$ cat src/rtl/dac_feed_pkg.sv
package dac_feed_pkg;

    localparam int ADDR_W = 3;

    localparam logic [ADDR_W-1:0] A_CFG   = 3'd0;
    localparam logic [ADDR_W-1:0] A_CMD   = 3'd1;
    localparam logic [ADDR_W-1:0] A_SMP   = 3'd2;
    localparam logic [ADDR_W-1:0] A_FLUSH = 3'd3;
    localparam logic [ADDR_W-1:0] A_STAT  = 3'd4;
    localparam logic [ADDR_W-1:0] A_FLAG  = 3'd5;
    localparam logic [ADDR_W-1:0] A_FCLR  = 3'd6;

    localparam int FL_OVF  = 0;
    localparam int FL_UNF  = 1;
    localparam int FL_DONE = 2;
    localparam int FL_TERR = 3;
    localparam int NFLAGS  = 4;

    localparam int STAT_BUSY_BIT = 8;

    typedef enum logic {
        ST_IDLE,
        ST_SETTLE
    } settle_st_t;

endpackage

$ cat src/rtl/dac_smp_fifo.sv
module dac_smp_fifo #(
    parameter int DW    = 12,
    parameter int DEPTH = 32,
    localparam int PW   = $clog2(DEPTH),
    localparam int CNTW = $clog2(DEPTH + 1)
) (
    input  logic            clk,
    input  logic            rst_n,
    input  logic            push,
    input  logic [DW-1:0]   push_data,
    input  logic            pop,
    input  logic            flush,
    output logic [DW-1:0]   head,
    output logic [CNTW-1:0] count,
    output logic            empty,
    output logic            full
);

    logic [DW-1:0] mem [DEPTH];
    logic [PW-1:0] wptr;
    logic [PW-1:0] rptr;
    logic          push_ok;
    logic          pop_ok;

    assign empty   = (count == '0);
    assign full    = (count == CNTW'(DEPTH));
    assign push_ok = push && !full;
    assign pop_ok  = pop && !empty;
    assign head    = mem[rptr];

    function automatic logic [PW-1:0] wrap_inc(input logic [PW-1:0] p);
        return (p == PW'(DEPTH - 1)) ? '0 : p + 1'b1;
    endfunction

    always_ff @(posedge clk) begin
        if (push_ok && !flush) begin
            mem[wptr] <= push_data;
        end
    end

    always_ff @(posedge clk) begin
        if (!rst_n) begin
            wptr  <= '0;
            rptr  <= '0;
            count <= '0;
        end else if (flush) begin
            wptr  <= '0;
            rptr  <= '0;
            count <= '0;
        end else begin
            if (push_ok) begin
                wptr <= wrap_inc(wptr);
            end
            if (pop_ok) begin
                rptr <= wrap_inc(rptr);
            end
            count <= count + CNTW'(push_ok) - CNTW'(pop_ok);
        end
    end

    p_count_bound_r3 : assert property (@(posedge clk) disable iff (!rst_n)
        count <= CNTW'(DEPTH));

    p_flush_empties_r4 : assert property (@(posedge clk) disable iff (!rst_n)
        flush |=> (count == '0));

    p_full_drop_r3 : assert property (@(posedge clk) disable iff (!rst_n)
        (full && push && !pop && !flush) |=> (count == CNTW'(DEPTH)));

endmodule

$ cat src/rtl/dac_trig_sync.sv
module dac_trig_sync (
    input  logic clk,
    input  logic rst_n,
    input  logic async_in,
    output logic rise
);

    logic meta_q;
    logic sync_q;
    logic last_q;

    always_ff @(posedge clk) begin
        if (!rst_n) begin
            meta_q <= 1'b0;
            sync_q <= 1'b0;
            last_q <= 1'b0;
        end else begin
            meta_q <= async_in;
            sync_q <= meta_q;
            last_q <= sync_q;
        end
    end

    assign rise = sync_q && !last_q;

    p_rise_single_r9 : assert property (@(posedge clk) disable iff (!rst_n)
        rise |=> !rise);

endmodule

$ cat src/rtl/dac_settle_fsm.sv
module dac_settle_fsm
    import dac_feed_pkg::*;
#(
    parameter int STEP    = 25,
    parameter int MAXCODE = 6,
    localparam int MAXTICKS = STEP * MAXCODE,
    localparam int CW       = $clog2(MAXTICKS + 1)
) (
    input  logic       clk,
    input  logic       rst_n,
    input  logic       start,
    input  logic [2:0] code,
    output logic       busy,
    output logic       done_pulse
);

    settle_st_t    state_q;
    settle_st_t    state_d;
    logic [CW-1:0] cnt_q;
    logic [CW-1:0] cnt_d;
    logic [2:0]    eff_code;
    logic [CW-1:0] ticks;

    assign eff_code = (code > 3'(MAXCODE)) ? 3'(MAXCODE) : code;
    assign ticks    = CW'(eff_code) * CW'(STEP);

    always_ff @(posedge clk) begin
        if (!rst_n) begin
            state_q <= ST_IDLE;
            cnt_q   <= '0;
        end else begin
            state_q <= state_d;
            cnt_q   <= cnt_d;
        end
    end

    always_comb begin
        state_d    = state_q;
        cnt_d      = cnt_q;
        done_pulse = 1'b0;
        unique case (state_q)
            ST_IDLE: begin
                if (start) begin
                    if (ticks == '0) begin
                        done_pulse = 1'b1;
                    end else begin
                        state_d = ST_SETTLE;
                        cnt_d   = ticks - 1'b1;
                    end
                end
            end
            ST_SETTLE: begin
                if (cnt_q == '0) begin
                    state_d    = ST_IDLE;
                    done_pulse = 1'b1;
                end else begin
                    cnt_d = cnt_q - 1'b1;
                end
            end
            default: state_d = ST_IDLE;
        endcase
    end

    assign busy = (state_q == ST_SETTLE);

    p_settle_exit_r5 : assert property (@(posedge clk) disable iff (!rst_n)
        (state_q == ST_SETTLE && cnt_q == '0) |=> !busy);

    p_cnt_bound_r5 : assert property (@(posedge clk) disable iff (!rst_n)
        cnt_q < CW'(MAXTICKS));

    p_no_restart_r7 : assert property (@(posedge clk) disable iff (!rst_n)
        (busy && cnt_q != '0) |=> busy);

endmodule

$ cat src/rtl/dac_feed_ctrl.sv
module dac_feed_ctrl
    import dac_feed_pkg::*;
#(
    parameter int DW      = 12,
    parameter int DEPTH   = 32,
    parameter int BW      = 16,
    parameter int STEP    = 25,
    parameter int MAXCODE = 6,
    localparam int CNTW   = $clog2(DEPTH + 1)
) (
    input  logic              clk,
    input  logic              rst_n,
    input  logic              bus_we,
    input  logic [ADDR_W-1:0] bus_addr,
    input  logic [BW-1:0]     bus_wdata,
    output logic [BW-1:0]     bus_rdata,
    input  logic              ext_trig_in,
    output logic [DW-1:0]     dac_code,
    output logic              busy_o
);

    logic              cfg_en;
    logic [2:0]        cfg_code;
    logic              ext_en;
    logic [NFLAGS-1:0] flags;

    logic              wr_cfg, wr_cmd, wr_smp, wr_flush, wr_fclr;
    logic              man_trig, ext_rise, trig;
    logic              accept, terr_ev, unf_ev, ovf_ev, done_ev;
    logic [DW-1:0]     head;
    logic [CNTW-1:0]   count;
    logic              empty, full;
    logic [NFLAGS-1:0] set_vec, clr_vec;
    logic              unused_wbits;

    assign unused_wbits = ^bus_wdata[BW-1:DW];

    assign wr_cfg   = bus_we && (bus_addr == A_CFG);
    assign wr_cmd   = bus_we && (bus_addr == A_CMD);
    assign wr_smp   = bus_we && (bus_addr == A_SMP);
    assign wr_flush = bus_we && (bus_addr == A_FLUSH) && bus_wdata[0];
    assign wr_fclr  = bus_we && (bus_addr == A_FCLR);

    assign man_trig = wr_cmd && bus_wdata[0];
    assign trig     = man_trig || (ext_en && ext_rise);
    assign accept   = trig && cfg_en && !busy_o && !empty;
    assign terr_ev  = trig && (!cfg_en || busy_o);
    assign unf_ev   = trig && cfg_en && !busy_o && empty;
    assign ovf_ev   = wr_smp && full;

    dac_smp_fifo #(.DW(DW), .DEPTH(DEPTH)) u_fifo (
        .clk       (clk),
        .rst_n     (rst_n),
        .push      (wr_smp),
        .push_data (bus_wdata[DW-1:0]),
        .pop       (accept),
        .flush     (wr_flush),
        .head      (head),
        .count     (count),
        .empty     (empty),
        .full      (full)
    );

    dac_trig_sync u_sync (
        .clk      (clk),
        .rst_n    (rst_n),
        .async_in (ext_trig_in),
        .rise     (ext_rise)
    );

    dac_settle_fsm #(.STEP(STEP), .MAXCODE(MAXCODE)) u_settle (
        .clk        (clk),
        .rst_n      (rst_n),
        .start      (accept),
        .code       (cfg_code),
        .busy       (busy_o),
        .done_pulse (done_ev)
    );

    always_ff @(posedge clk) begin
        if (!rst_n) begin
            cfg_en   <= 1'b0;
            cfg_code <= '0;
            ext_en   <= 1'b0;
        end else begin
            if (wr_cfg) begin
                cfg_en   <= bus_wdata[0];
                cfg_code <= bus_wdata[3:1];
            end
            if (wr_cmd) begin
                ext_en <= bus_wdata[1];
            end
        end
    end

    always_ff @(posedge clk) begin
        if (!rst_n) begin
            dac_code <= '0;
        end else if (accept) begin
            dac_code <= head;
        end
    end

    always_comb begin
        set_vec          = '0;
        set_vec[FL_OVF]  = ovf_ev;
        set_vec[FL_UNF]  = unf_ev;
        set_vec[FL_DONE] = done_ev;
        set_vec[FL_TERR] = terr_ev;
        clr_vec          = wr_fclr ? bus_wdata[NFLAGS-1:0] : '0;
    end

    always_ff @(posedge clk) begin
        if (!rst_n) begin
            flags <= '0;
        end else begin
            flags <= (flags & ~clr_vec) | set_vec;
        end
    end

    always_comb begin
        bus_rdata = '0;
        unique case (bus_addr)
            A_CFG:  bus_rdata[3:0] = {cfg_code, cfg_en};
            A_CMD:  bus_rdata[1]   = ext_en;
            A_STAT: begin
                bus_rdata[CNTW-1:0]     = count;
                bus_rdata[STAT_BUSY_BIT] = busy_o;
            end
            A_FLAG: bus_rdata[NFLAGS-1:0] = flags;
            default: bus_rdata = '0;
        endcase
    end

    p_pop_order_r11 : assert property (@(posedge clk) disable iff (!rst_n)
        accept |=> (dac_code == $past(head)));

    p_trig_reject_r7 : assert property (@(posedge clk) disable iff (!rst_n)
        (trig && busy_o) |=> (flags[FL_TERR] && $stable(dac_code)));

    p_underflow_r8 : assert property (@(posedge clk) disable iff (!rst_n)
        (trig && cfg_en && !busy_o && empty) |=> (flags[FL_UNF] && $stable(dac_code)));

    p_done_on_fall_r6 : assert property (@(posedge clk) disable iff (!rst_n)
        $fell(busy_o) |-> flags[FL_DONE]);

    p_overflow_flag_r3 : assert property (@(posedge clk) disable iff (!rst_n)
        (wr_smp && full) |=> flags[FL_OVF]);

endmodule

$ cat config.mk
export PLATFORM = sky130hd
export DESIGN_NAME = dac_feed_ctrl
export DESIGN_NICKNAME = d
export VERILOG_FILES = /design/src/rtl/dac_feed_pkg.sv /design/src/rtl/dac_smp_fifo.sv /design/src/rtl/dac_trig_sync.sv /design/src/rtl/dac_settle_fsm.sv /design/src/rtl/dac_feed_ctrl.sv
export SDC_FILE = /design/constraint.sdc
export NUM_CORES = 1
export LEC_CHECK = 0
export BUFFER_PORTS_ARGS = -buffer_cell sky130_fd_sc_hd__buf_4
export CAP_MARGIN = 10
export CORE_UTILIZATION = 25
export DETAILED_ROUTE_END_ITERATION = 7
export PLACE_DENSITY = 0.43
export REMOVE_ABC_BUFFERS = 1
export SKIP_CTS_REPAIR_TIMING = 1
export SYNTH_ARGS = -nofsm -noshare
export SYNTH_HDL_FRONTEND = slang
export SYNTH_SLANG_ARGS = --single-unit
$ cat constraint.sdc
create_clock -name clk -period 3.2 [get_ports clk]
set_clock_uncertainty 0.05 [all_clocks]
set_input_delay 0.32 -clock clk [delete_from_list [all_inputs] [get_ports clk]]
set_output_delay 0.32 -clock clk [all_outputs]
set_load 0.005 [all_outputs]
==> run_results.csv, run 1 <==
group,metric,value,unit
floorplan,top_level_ports,52,
detailed_routing,dr.pass1.iters,5,
detailed_routing,dr.first_iter.drc_count,662,
global_routing,gr-total-overflow,0,
clocking,worst_skew_pair.late_latency,590,ps
global_routing,grt_use_total,13.1,%
clocking,cts_root_buf,"clkbuf_16",
pwr,p_leak,6.68,nW
placement,numPortBuffers,38,
synthesis,yosys.area.top_type,"edfxtp_1",
floorplan,die_y,268,um
final_layout,nFillCells,6927,
setup_path,path_class,"reg -> reg",
floorplan,design.die.area,72000,um2
synthesis,ys_warn_count,0,
final_layout,drive_above_1_share,19.4,%
sta,whs,114,ps
detailed_routing,avgViaCountPerCell,4.51,
synthesis,synth_async_sr_flop_share,0,%
placement,dpl_cell_area,19500,um2
placement,dp.cells,2092,
synthesis,synth_seq_area_share,70.6,%
setup_path,critical_path.max_stage_delay,360,ps
synthesis,avgSynthCellArea,16.1,um2
placement,place_congestion,0.755,
sta,fmax,345,MHz
global_routing,grt_pass1_wl,68600,um
synthesis,synth_ff_type,"edfxtp_1",
sta,worst_pin_slew,907,ps
floorplan,design.core.area,70000,um2
synthesis,synth_commonest_cells,"384 x edfxtp_1, 104 x mux2i_1, 94 x nor2_1",
setup_path,path_common_cell,"ha_1",
synthesis,synth_most_common_cell,"edfxtp_1",
final_layout,final_util,30.0,%
sta,fin_crit_sh,90.6,%
synthesis,synthCells,1104,
setup_path,crit_slowest_cell,"o21a_1",
sta,setup_viol,0,
pwr,power.density,565,nW/um2
detailed_routing,vias,9831,
clocking,clkTransAtPathRegs,60,ps
placement,place_ws,290,ps
synthesis,ys_ff_latch,433,
job,cap_violations,0,
clocking,cts_max_level,2,
final_layout,area_delta_synth_final,18.7,%
global_routing,grt_pass1_vias,9999,
sta,fin_ws,301,ps
setup_path,worstPathMaxFanout,8,
detailed_routing,ant_nets,0,
run_status,status,"complete, no violations",
global_routing,grt_max_degree,39,
detailed_routing,drcViolationCount,0,
detailed_routing,wl_per_cell,21.4,um
sta,hold_violations,0,
floorplan,num_rows,97,
sta,slew_violations,0,
clocking,cts_buffers,47,
clocking,clk_path_buf_depth,3,
worst_hold_path,worstHoldPathType,"in -> reg",
sta,relSlewSlack,39.5,%
global_routing,antenna_found_initial,2,
clocking,cts_tree,"built",
synthesis,syn_area,17700,um2
floorplan,start_util,25.3,%
synthesis,synthTopCellsByArea,"edfxtp_1 65%, mux4_2 6.4%, mux2i_1 5.9%",
sta,period_needed,2900,ps
floorplan,die_w,268,um
synthesis,synth.distinct_cells,56,
detailed_routing,routed_wl,46700,um
setup_path,worst_setup_path_start_kind,"register",
final_layout,final_nets,1247,
final_layout,fin_cells,2180,
final_layout,final_cell_area,21000,um2
clocking,cts.sinks,433,
setup_path,cp_cell_sequence,"ha_1 -> or2_2 -> ha_1 -> ha_1 -> xor2_1 -> nor3_1 -> a31oi_1 -> o21a_1 -> o211ai_1 -> and3_1",
placement,hpwl,29100,um
setup_path,cp.required,3620,ps
synthesis,synth_top_area_share,65.1,%
setup_path,endpoint_kind,"register",
setup_path,cp.arrival,3320,ps
final_layout,diodes,0,
synthesis,synth_edf_count,384,
pwr,vdd_drop_max,0.313,mV
sta,rsz0062_at_grt,"false",
-- sequential cells by signal, summed over array words and instances (netlist names), 3 cells and up --
name	cells
u_fifo.count	6
u_fifo.wptr	5
cfg_code	3
flags	4
u_fifo.rptr	5
u_settle.cnt_q	8
u_fifo.mem	384
dac_code	12
-- placed cells by master, fill, tap and decap left out, types with 11 or more instances in the layout --
| cell | count |
|---|---|
| edfxtp_1 | 384 |
| buf_4 | 108 |
| mux2i_1 | 104 |
| nor2_1 | 93 |
| mux4_2 | 50 |
| clkbuf_16 | 48 |
| dfxtp_1 | 47 |
| nand2_1 | 46 |
| a21oi_1 | 41 |
| o21ai_0 | 39 |
| a221o_1 | 24 |
| a221oi_1 | 24 |
| ha_1 | 21 |
| inv_1 | 20 |
| a22oi_1 | 13 |
| nor2b_1 | 12 |
| clkinv_1 | 11 |
-- logic make-up after synthesis --
kind of cell               Yosys count  share of synthesized area (%)
AOI/OAI and AO/OA                  180                           7.04
xor gates and xnor gates             5                          0.247
adders and majority gates           22                           1.60
buffers and inverters               93                           2.49
DFF                                433                           70.6
muxes                              157                           12.4
other                                1                         0.0212
and+or+nand+nor                    213                           5.59
-- metal layers --
layer / vias to the layer above / GRT usage, % / wire, um
met4: 0 / 3.58 / 732
met5: - / 0 / 0
met2: 218 / 20.1 / 21000
li1: 4521 / - / -
met1: 5043 / 19.3 / 23100
met3: 49 / 1.93 / 1930
-- final timing paths --
kind	start	endpoint	slack [ps]	depth (start not counted)
worst max-delay path	cfg_code[1]	u_settle.cnt_q[2]	300	10
worst min-delay path	bus_wdata[7]	u_fifo.mem[24][7]	110	1
worst max register to register	cfg_code[1]	u_settle.cnt_q[2]	300	10
worst min register to register	u_sync.meta_q	u_sync.sync_q	400	1
-- layout make-up --
class / count / area [um2] / area share, %
clock buffers: 61 / 1290 / 6.13
clock inverters: 26 / 263 / 1.25
inverters: 21 / 78.8 / 0.375
repair buffers: 113 / 901 / 4.28
multi-input cells: 586 / 4810 / 22.9
flip-flops and latches: 433 / 12500 / 59.5
well taps: 940 / 1180 / 5.59
-- stage by stage --
step,total power [mW],TNS (ps)
floorplan,6.40,-59420
global placement,6.58,0
detailed placement,6.58,0
CTS,12.1,0
global route,12.3,0
finish,11.9,0
-- report_power, final --
group	internal (mW)	total (mW)	leakage (nW)	switching, mW
logic	0.0867	0.284	2.08	0.198
registers	6.16	6.17	3.85	0.0117
clock network	3.18	5.43	0.756	2.25
total	9.43	11.9	6.68	2.46
-- critical path, delay by kind of cell (launching register included) --
family / cells / cell delay, ps
flops: 1 / 350
xor+xnor: 1 / 290
simple gates: 3 / 630
compound gates: 3 / 780
fa+ha+maj: 3 / 700
Note: power is estimated with default switching activity, not from simulation.
==> inputs of run 2 (changes only) <==
Settings changed: CORE_ASPECT_RATIO from default to 1.2, CORE_UTILIZATION 25 to 40, PLACE_DENSITY 0.43 to 0.59.
==> run 2 against run 1 <==
Worst hold slack gained 27 ps. Sequential cell count stayed put. Combinational power down 4%. Clock-buffer cell count fell by 4. Global-route usage is 5.4 points higher. Sequential power hardly changed. Die area down 37%. Clock power decreased by 12%. Non-clock buffer count down 10. Sequential share of layout area is 2.3 points higher. Fmax shrank 1.8%. Register-to-register slack lost 50 ps. Critical path type unchanged. Largest power group unchanged.
==> run_results.csv, run 2 (synthesized netlist as in run 1, its figures left out) <==
group,metric,value,unit
setup_path,critical_path.max_stage_delay,380,ps
sta,slew_violations,0,
global_routing,grt_use_total,18.6,%
floorplan,design.core.area,43700,um2
pwr,pwr-share-comb,2.4,%
pwr,p_leak,6.51,nW
final_layout,final_util,46.3,%
floorplan,die_y,233,um
final_layout,final_nets,1234,
pwr,clock_power_share,42.7,%
detailed_routing,wl_per_cell,23.3,um
setup_path,reg2reg_depth,11,
floorplan,design.die.area,45200,um2
clocking,cts_root_buf,"clkbuf_16",
pwr,vdd_drop_max,0.387,mV
clocking,cts.sinks,433,
setup_path,cp.required,3580,ps
clocking,cts_max_level,2,
clocking,cts_tree,"built",
clocking,clkTransAtPathRegs,60,ps
setup_path,cp.arrival,3330,ps
setup_path,critical_path.top_delay_family,"simple AND/OR/NAND/NOR gates",
setup_path,path_class,"reg -> reg",
clocking,cts_buffers,44,
sta,fmax,339,MHz
pwr,swShare,20.3,%
sta,setup_viol,0,
worst_hold_path,hold_end,"ext_en",
sta,fin_crit_sh,92.3,%
final_layout,area_delta_synth_final,14.2,%
floorplan,top_level_ports,52,
global_routing,grt_max_degree,39,
worst_hold_path,worstHoldPathType,"in -> reg",
job,cap_violations,0,
setup_path,critPathBufInv,1,
global_routing,antenna_found_initial,0,
setup_path,r2r_end,"u_settle.cnt_q[3]",
detailed_routing,drcViolationCount,0,
final_layout,drive_above_1_share,18.1,%
final_layout,nFillCells,3783,
final_layout,layout_common_cells,"384 x edfxtp_1, 104 x mux2i_1, 100 x buf_4",
worst_hold_path,hold_path_startpoint,"bus_we",
pwr,p_int,8.96,mW
placement,hpwl,25500,um
setup_path,worstPathMaxFanout,9,
final_layout,layout_commonest_cell,"edfxtp_1",
clocking,worst_skew_pair.late_latency,550,ps
setup_path,worst_setup_path_start_kind,"register",
global_routing,grt_pass1_vias,9978,
detailed_routing,vias,9815,
pwr,p_switching,2.28,mW
final_layout,fin_cells,1781,
pwr,finalPower,11.2,mW
sta,period_needed,2950,ps
pwr,power.density,555,nW/um2
detailed_routing,ant_nets,0,
placement,dp.cells,1701,
floorplan,die_w,194,um
detailed_routing,routed_wl,41400,um
global_routing,gr-total-overflow,0,
floorplan,num_rows,84,
detailed_routing,avgViaCountPerCell,5.51,
setup_path,r2r_slack,250,ps
placement,place_congestion,0.796,
sta,relSlewSlack,44.3,%
final_layout,reg.largest.list,"u_fifo.mem x384, dac_code x12, u_settle.cnt_q x8",
final_layout,largest_reg_flops,384,
final_layout,diodes,0,
setup_path,r2r_start,"cfg_code[1]",
setup_path,endpoint_kind,"register",
setup_path,crit_slowest_cell,"or3_1",
sta,worst_pin_slew,835,ps
floorplan,start_util,40.5,%
clocking,clk_path_buf_depth,3,
detailed_routing,dr.first_iter.drc_count,700,
sta,hold_violations,0,
pwr,power_frac_seq,54.9,%
detailed_routing,dr.pass1.iters,8,
setup_path,path_common_cell,"ha_1",
final_layout,largest_register,"u_fifo.mem",
setup_path,cp_cell_sequence,"ha_1 -> or2_2 -> ha_1 -> ha_1 -> or3_1 -> nor3_1 -> a31oi_2 -> o21ai_1 -> buf_4 -> a21oi_1 -> o21a_1",
setup_path,critPathLaunch,"cfg_code[1]",
placement,numPortBuffers,38,
run_status,status,"complete, no violations",
worst_hold_path,holdPathStages,4,
global_routing,grt_pass1_wl,61900,um
[run 2: cell count changes in the layout (fill, tap and decap cells not counted), moves of 2 or more]
cell / previous run / this run
buf_12: 4 / 2
clkbuf_8: 4 / 1
clkinv_2: 8 / 5
clkbuf_1: 9 / 12
buf_4: 108 / 100
clkbuf_16: 48 / 44
bufinv_16: 4 / 2
[run 2: metal layers]
| metal | routed length, um | track usage [%] |
|---|---|---|
| met2 | 20200 | 31.3 |
| met1 | 17700 | 24.4 |
| met5 | 0 | 0 |
| met4 | 1250 | 6.87 |
| met3 | 2200 | 2.91 |
[run 2: layout make-up]
cell class / instances / area, um2 / share of cell area [%]
Inverter: 21 / 78.8 / 0.389
Clock buffer: 57 / 1160 / 5.73
Multi-Input combinational cell: 586 / 4810 / 23.8
Timing Repair Buffer: 103 / 801 / 3.96
Sequential cell: 433 / 12500 / 61.8
Tap cell: 559 / 699 / 3.46
Clock inverter: 22 / 175 / 0.865
[run 2: per-stage QoR]
stage | area (um2) | setup slack, ps | setup TNS (ps) | hold slack, ps
after global placement | 18900 | 160 | 0 | 378
after CTS | 20200 | 126 | 0 | -82.9
after detailed placement | 18900 | 133 | 0 | 374
after floorplan | 17400 | -3690 | -59420 | 362
after global routing | 20200 | -0.813 | -0.813 | 145
final | 20200 | 247 | 0 | 140
[run 2: worst max path at each step]
stage	endpoint	slack (ps)	depth (start not counted)
after detailed placement	u_settle.cnt_q[2]	130	10
after floorplan	u_fifo.rptr[3]	-3690	6
after global placement	u_settle.cnt_q[4]	160	10
after global routing	u_settle.cnt_q[3]	-0.8	11
final	u_settle.cnt_q[3]	250	11
after CTS	u_settle.cnt_q[2]	130	10
[run 2: power groups by stage]
stage	Clock, mW	Combinational, mW	Sequential (mW)
final	4.80	0.272	6.17
after global routing	5.11	0.301	6.17
after CTS	4.91	0.273	6.17
after detailed placement	0	0.272	6.29
after global placement	0	0.263	6.29
after floorplan	0	0.113	6.29
[run 2: tightest hold or removal path: cells and delay by family]
kind | cells | cell delay [ps]
AND/OR/NAND/NOR | 2 | 170
multiplexers | 1 | 70
buffers and inverters | 1 | 120
